**src/rtl/grp_stat_pkg.sv**
```systemverilog
package grp_stat_pkg;
   localparam int STAT_W    = 32;
   localparam int BIT_END   = 0;
   localparam int BIT_STOP  = 1;
   localparam int BIT_BUSY  = 2;
   localparam int BIT_EMPTY = 3;
   localparam int USED_BITS = 4;

   function automatic logic [STAT_W-1:0] pack_status(
      input logic empty, input logic busy, input logic stop, input logic done_f);
      logic [STAT_W-1:0] w;
      w = '0;
      w[BIT_EMPTY] = empty;
      w[BIT_BUSY]  = busy;
      w[BIT_STOP]  = stop;
      w[BIT_END]   = done_f;
      return w;
   endfunction
endpackage

```
**src/rtl/gst_fill_counter.sv**
```systemverilog
module gst_fill_counter #(
   parameter int DEPTH = 16,
   parameter int CNT_W = $clog2(DEPTH + 1)
) (
   input  logic             clk,
   input  logic             rst_n,
   input  logic             clr,
   input  logic             inc,
   input  logic             dec,
   output logic [CNT_W-1:0] cnt,
   output logic             empty
);
   localparam logic [CNT_W-1:0] MAX_CNT = CNT_W'(DEPTH);

   logic [CNT_W-1:0] cnt_q;
   logic             do_inc, do_dec;

   assign do_inc = inc && (cnt_q != MAX_CNT);
   assign do_dec = dec && (cnt_q != '0);

   always_ff @(posedge clk or negedge rst_n) begin
      if (!rst_n) begin
         cnt_q <= '0;
      end else if (clr) begin
         cnt_q <= '0;
      end else if (do_inc && !do_dec) begin
         cnt_q <= cnt_q + 1'b1;
      end else if (do_dec && !do_inc) begin
         cnt_q <= cnt_q - 1'b1;
      end
   end

   assign cnt   = cnt_q;
   assign empty = (cnt_q == '0);
endmodule

```
**src/rtl/gst_run_ctrl.sv**
```systemverilog
module gst_run_ctrl #(
   parameter int SEL_W = 5
) (
   input  logic             clk,
   input  logic             rst_n,
   input  logic             en,
   input  logic             start,
   input  logic             chan_done,
   input  logic             freeze,
   input  logic             resume,
   input  logic             cont,
   input  logic             chsel_wr,
   input  logic [SEL_W-1:0] chsel_val,
   output logic             running,
   output logic             frozen,
   output logic             complete
);
   logic [SEL_W-1:0] sel_q;
   logic [SEL_W-1:0] done_q;
   logic             run_q, frz_q;
   logic             take;

   assign take     = en && run_q && !frz_q && chan_done;
   assign complete = take && (SEL_W'(done_q + 1'b1) == sel_q);

   always_ff @(posedge clk or negedge rst_n) begin
      if (!rst_n) begin
         sel_q <= '0;
      end else if (chsel_wr) begin
         sel_q <= chsel_val;
      end
   end

   always_ff @(posedge clk or negedge rst_n) begin
      if (!rst_n) begin
         done_q <= '0;
      end else if (!en || start || chsel_wr) begin
         done_q <= '0;
      end else if (take) begin
         done_q <= complete ? '0 : done_q + 1'b1;
      end
   end

   always_ff @(posedge clk or negedge rst_n) begin
      if (!rst_n) begin
         run_q <= 1'b0;
      end else if (!en) begin
         run_q <= 1'b0;
      end else if (start) begin
         run_q <= 1'b1;
      end else if (complete && !cont) begin
         run_q <= 1'b0;
      end
   end

   always_ff @(posedge clk or negedge rst_n) begin
      if (!rst_n) begin
         frz_q <= 1'b0;
      end else if (!en) begin
         frz_q <= 1'b0;
      end else if (freeze && run_q) begin
         frz_q <= 1'b1;
      end else if (resume) begin
         frz_q <= 1'b0;
      end
   end

   assign running = run_q;
   assign frozen  = frz_q;
endmodule

```
**src/rtl/gst_end_flag.sv**
```systemverilog
module gst_end_flag (
   input  logic clk,
   input  logic rst_n,
   input  logic set,
   input  logic hw_clr,
   input  logic sw_clr,
   output logic flag
);
   logic flag_q;

   always_ff @(posedge clk or negedge rst_n) begin
      if (!rst_n) begin
         flag_q <= 1'b0;
      end else if (hw_clr) begin
         flag_q <= 1'b0;
      end else if (set) begin
         flag_q <= 1'b1;
      end else if (sw_clr) begin
         flag_q <= 1'b0;
      end
   end

   assign flag = flag_q;
endmodule

```
**src/rtl/grp_stat_tracker.sv**
```systemverilog
module grp_stat_tracker #(
   parameter int              NCH       = 16,
   parameter int              DEPTH     = 16,
   parameter int              AW        = 4,
   parameter logic [AW-1:0]   STAT_ADDR = '0,
   parameter int              SEL_W     = $clog2(NCH + 1),
   parameter int              CNT_W     = $clog2(DEPTH + 1)
) (
   input  logic                           clk,
   input  logic                           rst_n,
   input  logic                           mod_en,
   input  logic                           seq_start,
   input  logic                           seq_chan_done,
   input  logic                           seq_freeze,
   input  logic                           seq_resume,
   input  logic                           cont_mode,
   input  logic                           chsel_wr,
   input  logic [SEL_W-1:0]               chsel_val,
   input  logic                           buf_wr,
   input  logic                           buf_rd,
   input  logic                           fifo_mode,
   input  logic                           bus_rd,
   input  logic                           bus_wr,
   input  logic [AW-1:0]                  bus_addr,
   input  logic [grp_stat_pkg::STAT_W-1:0] bus_wdata,
   output logic [grp_stat_pkg::STAT_W-1:0] bus_rdata,
   output logic [grp_stat_pkg::STAT_W-1:0] status,
   output logic [CNT_W-1:0]               unread_cnt
);
   import grp_stat_pkg::*;

   if (NCH < 1) begin : g_bad_nch
      $error("NCH must be at least 1");
   end
   if (DEPTH < 1) begin : g_bad_depth
      $error("DEPTH must be at least 1");
   end
   if (SEL_W < $clog2(NCH + 1)) begin : g_bad_selw
      $error("SEL_W too narrow for NCH");
   end
   if (CNT_W < $clog2(DEPTH + 1)) begin : g_bad_cntw
      $error("CNT_W too narrow for DEPTH");
   end

   logic addr_hit, fifo_read, sw_clr, hw_clr;
   logic running, frozen, complete, end_f, empty;

   assign addr_hit  = (bus_addr == STAT_ADDR);
   assign fifo_read = buf_rd && fifo_mode;
   assign sw_clr    = bus_wr && addr_hit && bus_wdata[BIT_END];
   assign hw_clr    = fifo_read || chsel_wr || !mod_en;

   gst_fill_counter #(.DEPTH(DEPTH), .CNT_W(CNT_W)) u_fill (
      .clk   (clk),
      .rst_n (rst_n),
      .clr   (!mod_en),
      .inc   (buf_wr),
      .dec   (fifo_read),
      .cnt   (unread_cnt),
      .empty (empty)
   );

   gst_run_ctrl #(.SEL_W(SEL_W)) u_run (
      .clk       (clk),
      .rst_n     (rst_n),
      .en        (mod_en),
      .start     (seq_start),
      .chan_done (seq_chan_done),
      .freeze    (seq_freeze),
      .resume    (seq_resume),
      .cont      (cont_mode),
      .chsel_wr  (chsel_wr),
      .chsel_val (chsel_val),
      .running   (running),
      .frozen    (frozen),
      .complete  (complete)
   );

   gst_end_flag u_end (
      .clk    (clk),
      .rst_n  (rst_n),
      .set    (complete),
      .hw_clr (hw_clr),
      .sw_clr (sw_clr),
      .flag   (end_f)
   );

   assign status    = pack_status(empty, running || frozen || cont_mode, frozen, end_f);
   assign bus_rdata = (bus_rd && addr_hit) ? status : '0;
endmodule

```
**config.mk**
```make
export PLATFORM = sky130hd
export DESIGN_NAME = grp_stat_tracker
export DESIGN_NICKNAME = d
export VERILOG_FILES = /design/src/rtl/grp_stat_pkg.sv /design/src/rtl/gst_fill_counter.sv /design/src/rtl/gst_run_ctrl.sv /design/src/rtl/gst_end_flag.sv /design/src/rtl/grp_stat_tracker.sv
export SDC_FILE = /design/constraint.sdc
export NUM_CORES = 1
export LEC_CHECK = 0
export BUFFER_PORTS_ARGS = -buffer_cell sky130_fd_sc_hd__buf_2
export CAP_MARGIN = 10
export CORE_ASPECT_RATIO = 2
export CORE_MARGIN = 4
export CORE_UTILIZATION = 35
export CTS_BUF_LIST = sky130_fd_sc_hd__clkbuf_4 sky130_fd_sc_hd__clkbuf_8
export DETAILED_ROUTE_END_ITERATION = 6
export GPL_TIMING_DRIVEN = 0
export PLACE_DENSITY = 0.72
export REMOVE_ABC_BUFFERS = 1
export SLEW_MARGIN = 20
export SYNTH_ARGS = -nofsm -noshare
export SYNTH_HDL_FRONTEND = slang
export SYNTH_SLANG_ARGS = --single-unit
```
**constraint.sdc**
```tcl
create_clock -name clk -period 3 [get_ports clk]
set_input_delay 0.15 -clock clk [delete_from_list [all_inputs] [get_ports clk]]
set_output_delay 0.15 -clock clk [all_outputs]
set_load 0.005 [all_outputs]
```
* Word-level counts from Yosys, hierarchy flattened *
Index checks and enable logic that the tools add are counted.

storage, ports and cells
  flip-flop bits (word level) = 18
  bits of input ports = 55
  output and inout port bits = 69
  logic and storage cells = 60

cells by class
  add/sub/neg operators = 3
  eq/ne operators = 5
  multiplexer cells = 16
  reduce and logical (&&, ||, !) cells = 30

operator list
  cell                                               number
  two-way mux 5 bit                                  6
  logical AND 1 bit                                  14
  adder 5 x 1 -> 5 bit (second input constant)       2
  two-way mux 1 bit                                  9
  != test 3 x 1 -> 1 bit (second input constant)     3
  logical OR 1 bit                                   6
  equality test 5 bit                                1
  zero test 1 bit                                    5
  zero test 5 bit                                    1
  != test 5 bit (second input constant)              1
  nonzero test 5 bit                                 1
  subtractor 5 x 1 -> 5 bit (second input constant)  1
  zero test 4 bit                                    1
  two-way mux 4 bit                                  1
  nonzero test 3 bit                                 1
  nonzero test 2 bit                                 1

* Depth between registers and ports, before layout *
  word-level depth = 8
  gate-level depth with buffers = 9
  depth with buffers taken out = 9

* By module *
From an unflattened synthesis, not the netlist that was laid out.

second synthesis, totals
  cells, all modules = 175
  area total of the unflattened synthesis = 1599.0 um^2

modules (own cells, without submodules)
  module            times used  cells each  area an instance (um^2)  seq. area each (um^2)
  gst_run_ctrl      1           61          658.1                    300.3
  grp_stat_tracker  1           70          518.0                    0.0
  gst_fill_counter  1           40          379.1                    125.1
  gst_end_flag      1           4           43.8                     25.0

* Worst setup path before layout *
OpenSTA, ideal clock, no wires.

  path kind = register to register
  start = register u_fill.cnt_q[1], in the netlist u_fill.cnt[1]
  end = register u_fill.cnt_q[4], in the netlist u_fill.cnt[4]
  library setup time = 124 ps
  arrival = 2493 ps
  required time = 2876 ps
  setup slack = 383 ps
  stages on the path, launching flop included = 9
  path buffers = 0
  clock period less this slack = 2617 ps
  cell sequence = dfrtp_1 nor4_2 o211ai_1 fa_1 a21o_1 a21oi_1 mux2i_1 nor2_1 o31a_1

between the ends
  word-level cells in the longest chain between the ends = 6
  elaborated cells between the ends (all ways) = 14
  classes of those cells = add/sub (2); eq/ne (2); mux (3); reduce/logical (7)

ends and longest elaborated chain
  item                                                               line                    text
  start: declaration                                                 gst_fill_counter.sv:15  logic [CNT_W-1:0] cnt_q;
  start signal: assignment                                           gst_fill_counter.sv:27  cnt_q <= cnt_q + 1'b1;
  start signal: assignment                                           gst_fill_counter.sv:29  cnt_q <= cnt_q - 1'b1;
  branches (longest 6 deep; another with subtractor 5 x 1 -> 5 bit)  n/a

Several ways; the timed one is not identified. The select of a mux whose other input is x is not followed.
A chain may end at the register's enable or synchronous reset.

* Worst setup path in the final report *
Ends and elaborated chain as after synthesis.

==> report_table.html <==
<table>
<tr><th>Metric</th><th>Value</th></tr>
<tr><th colspan="2">Setup path</th></tr>
<tr><td>WS Path Type</td><td>reg2reg</td></tr>
<tr><td>CP Data Required Time</td><td>3.14 ns</td></tr>
<tr><td>Critical path startpoint category</td><td>flip-flop</td></tr>
<tr><td>Worst Path Arrival</td><td>2.96 ns</td></tr>
<tr><td>Type of destination of the critical path</td><td>flip-flop</td></tr>
<tr><td>Max FO, Critical Path</td><td>6</td></tr>
<tr><th colspan="2">Drt</th></tr>
<tr><td>Detail-routed net length per standard cell</td><td>11.8 microns</td></tr>
<tr><td>Post-detailed-route count of antenna-violating nets</td><td>0</td></tr>
<tr><td>DR vias/cell</td><td>4.53</td></tr>
<tr><td>Overall via count from detail_route</td><td>1241</td></tr>
<tr><td>Number of DRC violations after detailed routing</td><td>0</td></tr>
<tr><td>DRT iter0 DRCs</td><td>19</td></tr>
<tr><td>1st-pass router iterations</td><td>4</td></tr>
<tr><td>Total wirelength of the detailed-routed design</td><td>3.22 mm</td></tr>
<tr><th colspan="2">Placement</th></tr>
<tr><td>Count of buffers from port buffering</td><td>36</td></tr>
<tr><td>RePlAce Congestion</td><td>0.731</td></tr>
<tr><td>Hpwl dp</td><td>2.71 mm</td></tr>
<tr><td>Worst setup timing slack at the placement stage</td><td>0.0900 ns</td></tr>
<tr><th colspan="2">Synthesis</th></tr>
<tr><td>Dominant combinational cell family by area after synthesis</td><td>buffers and inverters</td></tr>
<tr><td>Top post-synthesis cells by count</td><td>sky130_fd_sc_hd__buf_4, sky130_fd_sc_hd__dfrtp_1, sky130_fd_sc_hd__nand2_1</td></tr>
<tr><td>Leading cell type by number of instances after synthesis</td><td>sky130_fd_sc_hd__buf_4</td></tr>
<tr><td>Cell type contributing the most total cell area after synthesis</td><td>sky130_fd_sc_hd__dfrtp_1</td></tr>
<tr><td>Share of flip-flops with an asynchronous set or reset</td><td>100%</td></tr>
<tr><td>Synthesized flop and latch total</td><td>18</td></tr>
<tr><td>Adder-Cell Fraction of Synth Area</td><td>5.07%</td></tr>
<tr><td>Most used DFF post-synth</td><td>sky130_fd_sc_hd__dfrtp_1</td></tr>
<tr><td>Number of distinct standard cells referenced by the synthesized netlist</td><td>44</td></tr>
<tr><td>Xor and xnor area share after synthesis</td><td>4.83%</td></tr>
<tr><td>Multiplexer area fraction after synthesis</td><td>6.14%</td></tr>
<tr><td>Complex-gate fraction of the synthesized area</td><td>11.1%</td></tr>
<tr><td>Share of the synthesized area in the top cell type</td><td>27.6%</td></tr>
<tr><td>Main area contributors after synthesis</td><td>sky130_fd_sc_hd__dfrtp_1, sky130_fd_sc_hd__buf_4, sky130_fd_sc_hd__ha_1, sky130_fd_sc_hd__xnor2_1, sky130_fd_sc_hd__mux2_2</td></tr>
<tr><td>Portion of the post-synthesis area used by sequential elements</td><td>27.6%</td></tr>
<tr><td>Simple-gate area share of the yosys netlist</td><td>15.7%</td></tr>
<tr><td>Per-instance average area after synthesis</td><td>8.81 sq um</td></tr>
<tr><td>Number of warning messages in the yosys log</td><td>0</td></tr>
<tr><td>Gate count of the mapped netlist</td><td>185</td></tr>
<tr><td>Number of synthesized flops with an enable pin</td><td>0</td></tr>
<tr><td>Post-Syn Area</td><td>0.00163 sq mm</td></tr>
<tr><th colspan="2">Clock tree</th></tr>
<tr><td>Clock sink total</td><td>18</td></tr>
<tr><td>CTS buffer count</td><td>3</td></tr>
<tr><td>Max clock buf depth</td><td>2</td></tr>
<tr><td>TritonCTS clock tree</td><td>yes</td></tr>
<tr><td>Number of setup buffers added after CTS</td><td>0</td></tr>
<tr><td>Insertion delay of the later-clocked pin in the worst-skew pair</td><td>0.25 ns</td></tr>
<tr><td>Clk pin slew, worst setup/hold paths</td><td>0.07 ns</td></tr>
<tr><td>Number of levels the H-tree was split into</td><td>1</td></tr>
<tr><td>Clk root buf</td><td>sky130_fd_sc_hd__clkbuf_8</td></tr>
<tr><th colspan="2">GRT</th></tr>
<tr><td>Global-route wire length before repair</td><td>5.26 mm</td></tr>
<tr><td>Number of antenna violations at the first check in global routing</td><td>0</td></tr>
<tr><td>GRT Util Overall</td><td>10.9%</td></tr>
<tr><td>Remaining global-route overflow</td><td>0</td></tr>
<tr><td>Number of global-route vias before repair</td><td>1189</td></tr>
<tr><td>Maximum number of pins on one net before global-route repair</td><td>19</td></tr>
<tr><th colspan="2">Pwr</th></tr>
<tr><td>Switching share of power</td><td>36.2%</td></tr>
<tr><td>Leak</td><td>0.883 nW</td></tr>
<tr><td>IR Drop Worst-Case VDD</td><td>0.310 mV</td></tr>
<tr><td>Combinational cell fraction of total power</td><td>39.2%</td></tr>
<tr><td>Net Switching</td><td>322 uW</td></tr>
<tr><td>Sequential share of power</td><td>38.9%</td></tr>
<tr><td>P_int</td><td>568 uW</td></tr>
<tr><td>Power per cell area</td><td>521 mW/mm^2</td></tr>
<tr><td>Clock share of power</td><td>21.9%</td></tr>
<tr><th colspan="2">Finish</th></tr>
<tr><td>Final Net Count</td><td>282</td></tr>
<tr><td>Layout cells sized above 1</td><td>23.2%</td></tr>
<tr><td>Inserted Diodes</td><td>0</td></tr>
<tr><td>Syn-to-layout area delta</td><td>4.76%</td></tr>
<tr><th colspan="2">Floorplan</th></tr>
<tr><td>Rows</td><td>34</td></tr>
<tr><td>Effective utilization at floorplan</td><td>36.8%</td></tr>
<tr><td>Area enclosed by the die boundary</td><td>0.00588 sq mm</td></tr>
<tr><td>Ports placed on the boundary</td><td>124</td></tr>
<tr><td>Core ar.</td><td>0.00442 sq mm</td></tr>
<tr><td>DIE HEIGHT</td><td>105 microns</td></tr>
<tr><td>Die Width</td><td>56.3 microns</td></tr>
<tr><th colspan="2">STA</th></tr>
<tr><td>Unrepaired setup endpoints after global routing</td><td>false</td></tr>
<tr><td>Total negative slack for setup checks</td><td>0 ns</td></tr>
<tr><td>Achievable clock frequency</td><td>0.355 GHz</td></tr>
<tr><td>Slew at the pin with the worst max-slew slack</td><td>0.523 ns</td></tr>
<tr><td>PnR worst setup slack</td><td>0.182 ns</td></tr>
<tr><td>Worst Skew</td><td>0.00516 ns</td></tr>
<tr><td>Hold Violations, Final</td><td>0</td></tr>
<tr><td>Worst slew slack as a fraction of its limit</td><td>64.8%</td></tr>
<tr><td>Setup-violating endpoint count in the final report</td><td>0</td></tr>
<tr><td>Minimum clock period</td><td>2.82 ns</td></tr>
<tr><td>Number of max-slew violations in the final report</td><td>0</td></tr>
<tr><td>Period Utilization, post-route</td><td>93.9%</td></tr>
<tr><th colspan="2">Hold path</th></tr>
<tr><td>Worst min path class</td><td>in2reg</td></tr>
<tr><th colspan="2">Job</th></tr>
<tr><td>Number of max-cap violations</td><td>0</td></tr>
<tr><th colspan="2">Outcome</th></tr>
<tr><td>Run status</td><td>finished clean</td></tr>
</table>
[state kept, by name, summed over array words and instances (netlist names)]
signal         count
u_run.sel_q        5
u_run.running      1
u_fill.cnt         5
u_run.done_q       5
u_end.flag         1
u_run.frozen       1
[cells in the final DEF, fill, tap and decap left out, types with 4 or more instances in the layout]
master,netlist,layout
sky130_fd_sc_hd__ha_1,5,5
sky130_fd_sc_hd__nand2_1,12,12
sky130_fd_sc_hd__nor3_1,4,4
sky130_fd_sc_hd__buf_2,0,36
sky130_fd_sc_hd__nor2_1,7,7
sky130_fd_sc_hd__inv_1,7,7
sky130_fd_sc_hd__conb_1,1,56
sky130_fd_sc_hd__o21ai_0,6,6
sky130_fd_sc_hd__mux2_2,4,4
sky130_fd_sc_hd__xnor2_1,6,6
sky130_fd_sc_hd__dfrtp_1,18,18
sky130_fd_sc_hd__a21oi_1,8,8
sky130_fd_sc_hd__mux2i_1,4,4
sky130_fd_sc_hd__clkbuf_8,0,4
[metal layers]
layer | track usage, % | wire length, microns | vias up | part of all wire, %
met5 | 0 | 0 | - | 0
met4 | 4.41 | 48 | 0 | 1.5
met3 | 1.74 | 322 | 4 | 10
met2 | 21.3 | 1820 | 68 | 56
met1 | 10.8 | 1040 | 588 | 32
li1 | - | - | 581 | -
[layout make-up]
cell class / instances / area [sq um]
Clock buffer: 4 / 55.1
Fill cell: 474 / 2720
Inverter: 7 / 26.3
Multi-Input combinational cell: 154 / 918
Sequential cell: 18 / 450
Tap cell: 54 / 67.6
Timing Repair Buffer: 37 / 190
[critical path, stage by stage, from the launching register on]
cell	delay, ns
sky130_fd_sc_hd__dfrtp_1	0.48
sky130_fd_sc_hd__nor4_4	0.41
sky130_fd_sc_hd__o211ai_1	0.29
sky130_fd_sc_hd__fa_1	0.47
sky130_fd_sc_hd__a21o_1	0.20
sky130_fd_sc_hd__a21oi_1	0.29
sky130_fd_sc_hd__mux2i_1	0.22
sky130_fd_sc_hd__nor2_1	0.06
sky130_fd_sc_hd__o31a_1	0.29
[power by group through the flow]
stage	clock (mW)	combinational (mW)	sequential, mW
5_1_grt	0.217	0.403	0.355
3_5_place_dp	0	0.345	0.344
4_1_cts	0.205	0.347	0.341
2_1_floorplan	0	0.242	0.333
3_3_place_gp	0	0.339	0.343
6_report	0.195	0.348	0.346
[repair_timing]
item                                    in CTS  in global routing
hold buffers                                 1                  0
endpoints found under the hold margin       18                  0
endpoints found under the setup margin       0                  1
gates resized for setup                      0                  1
[cells by family after synthesis]
logic type,after synthesis
AND/OR/NAND/NOR,46
flip-flops,18
adder cells (fa/ha/maj),6
AO/OA/AOI/OAI,28
multiplexers,9
other,1
buffers and inverters,68
XOR/XNOR,9
[metrics by stage]
step | power, mW | cells | hold slack, ns | instance area (sq um) | util (%)
after floorplan | 0.574 | 179 | -0.146 | 1390 | -
after global placement | 0.682 | 269 | 0.119 | 1630 | 36.9
after detailed placement | 0.689 | 269 | 0.116 | 1630 | 36.9
after CTS | 0.893 | 274 | 0.115 | 1700 | 38.4
after global routing | 0.975 | 274 | 0.122 | 1710 | 38.6
final | 0.889 | 274 | 0.117 | 1710 | 38.6
[final timing paths]
| path | from | end | slack, ns | cells after the start |
|---|---|---|---|---|
| worst min-delay path | chsel_val[2] | u_run.sel_q[2]$_DFFE_PN0P_ | 0.12 | 3 |
| worst max-delay path | u_fill.cnt[1]$_DFFE_PN0P_ | u_fill.cnt[4]$_DFFE_PN0P_ | 0.18 | 8 |
| worst max register to register | u_fill.cnt[1]$_DFFE_PN0P_ | u_fill.cnt[4]$_DFFE_PN0P_ | 0.18 | 8 |
| max in group asynchronous | rst_n | u_run.done_q[3]$_DFFE_PN0P_ | 2.34 | 2 |
| min in group asynchronous | rst_n | u_fill.cnt[1]$_DFFE_PN0P_ | 0.36 | 2 |
| worst min register to register | u_run.done_q[1]$_DFFE_PN0P_ | u_run.done_q[1]$_DFFE_PN0P_ | 0.53 | 2 |
(Power assumes the default switching activity.)
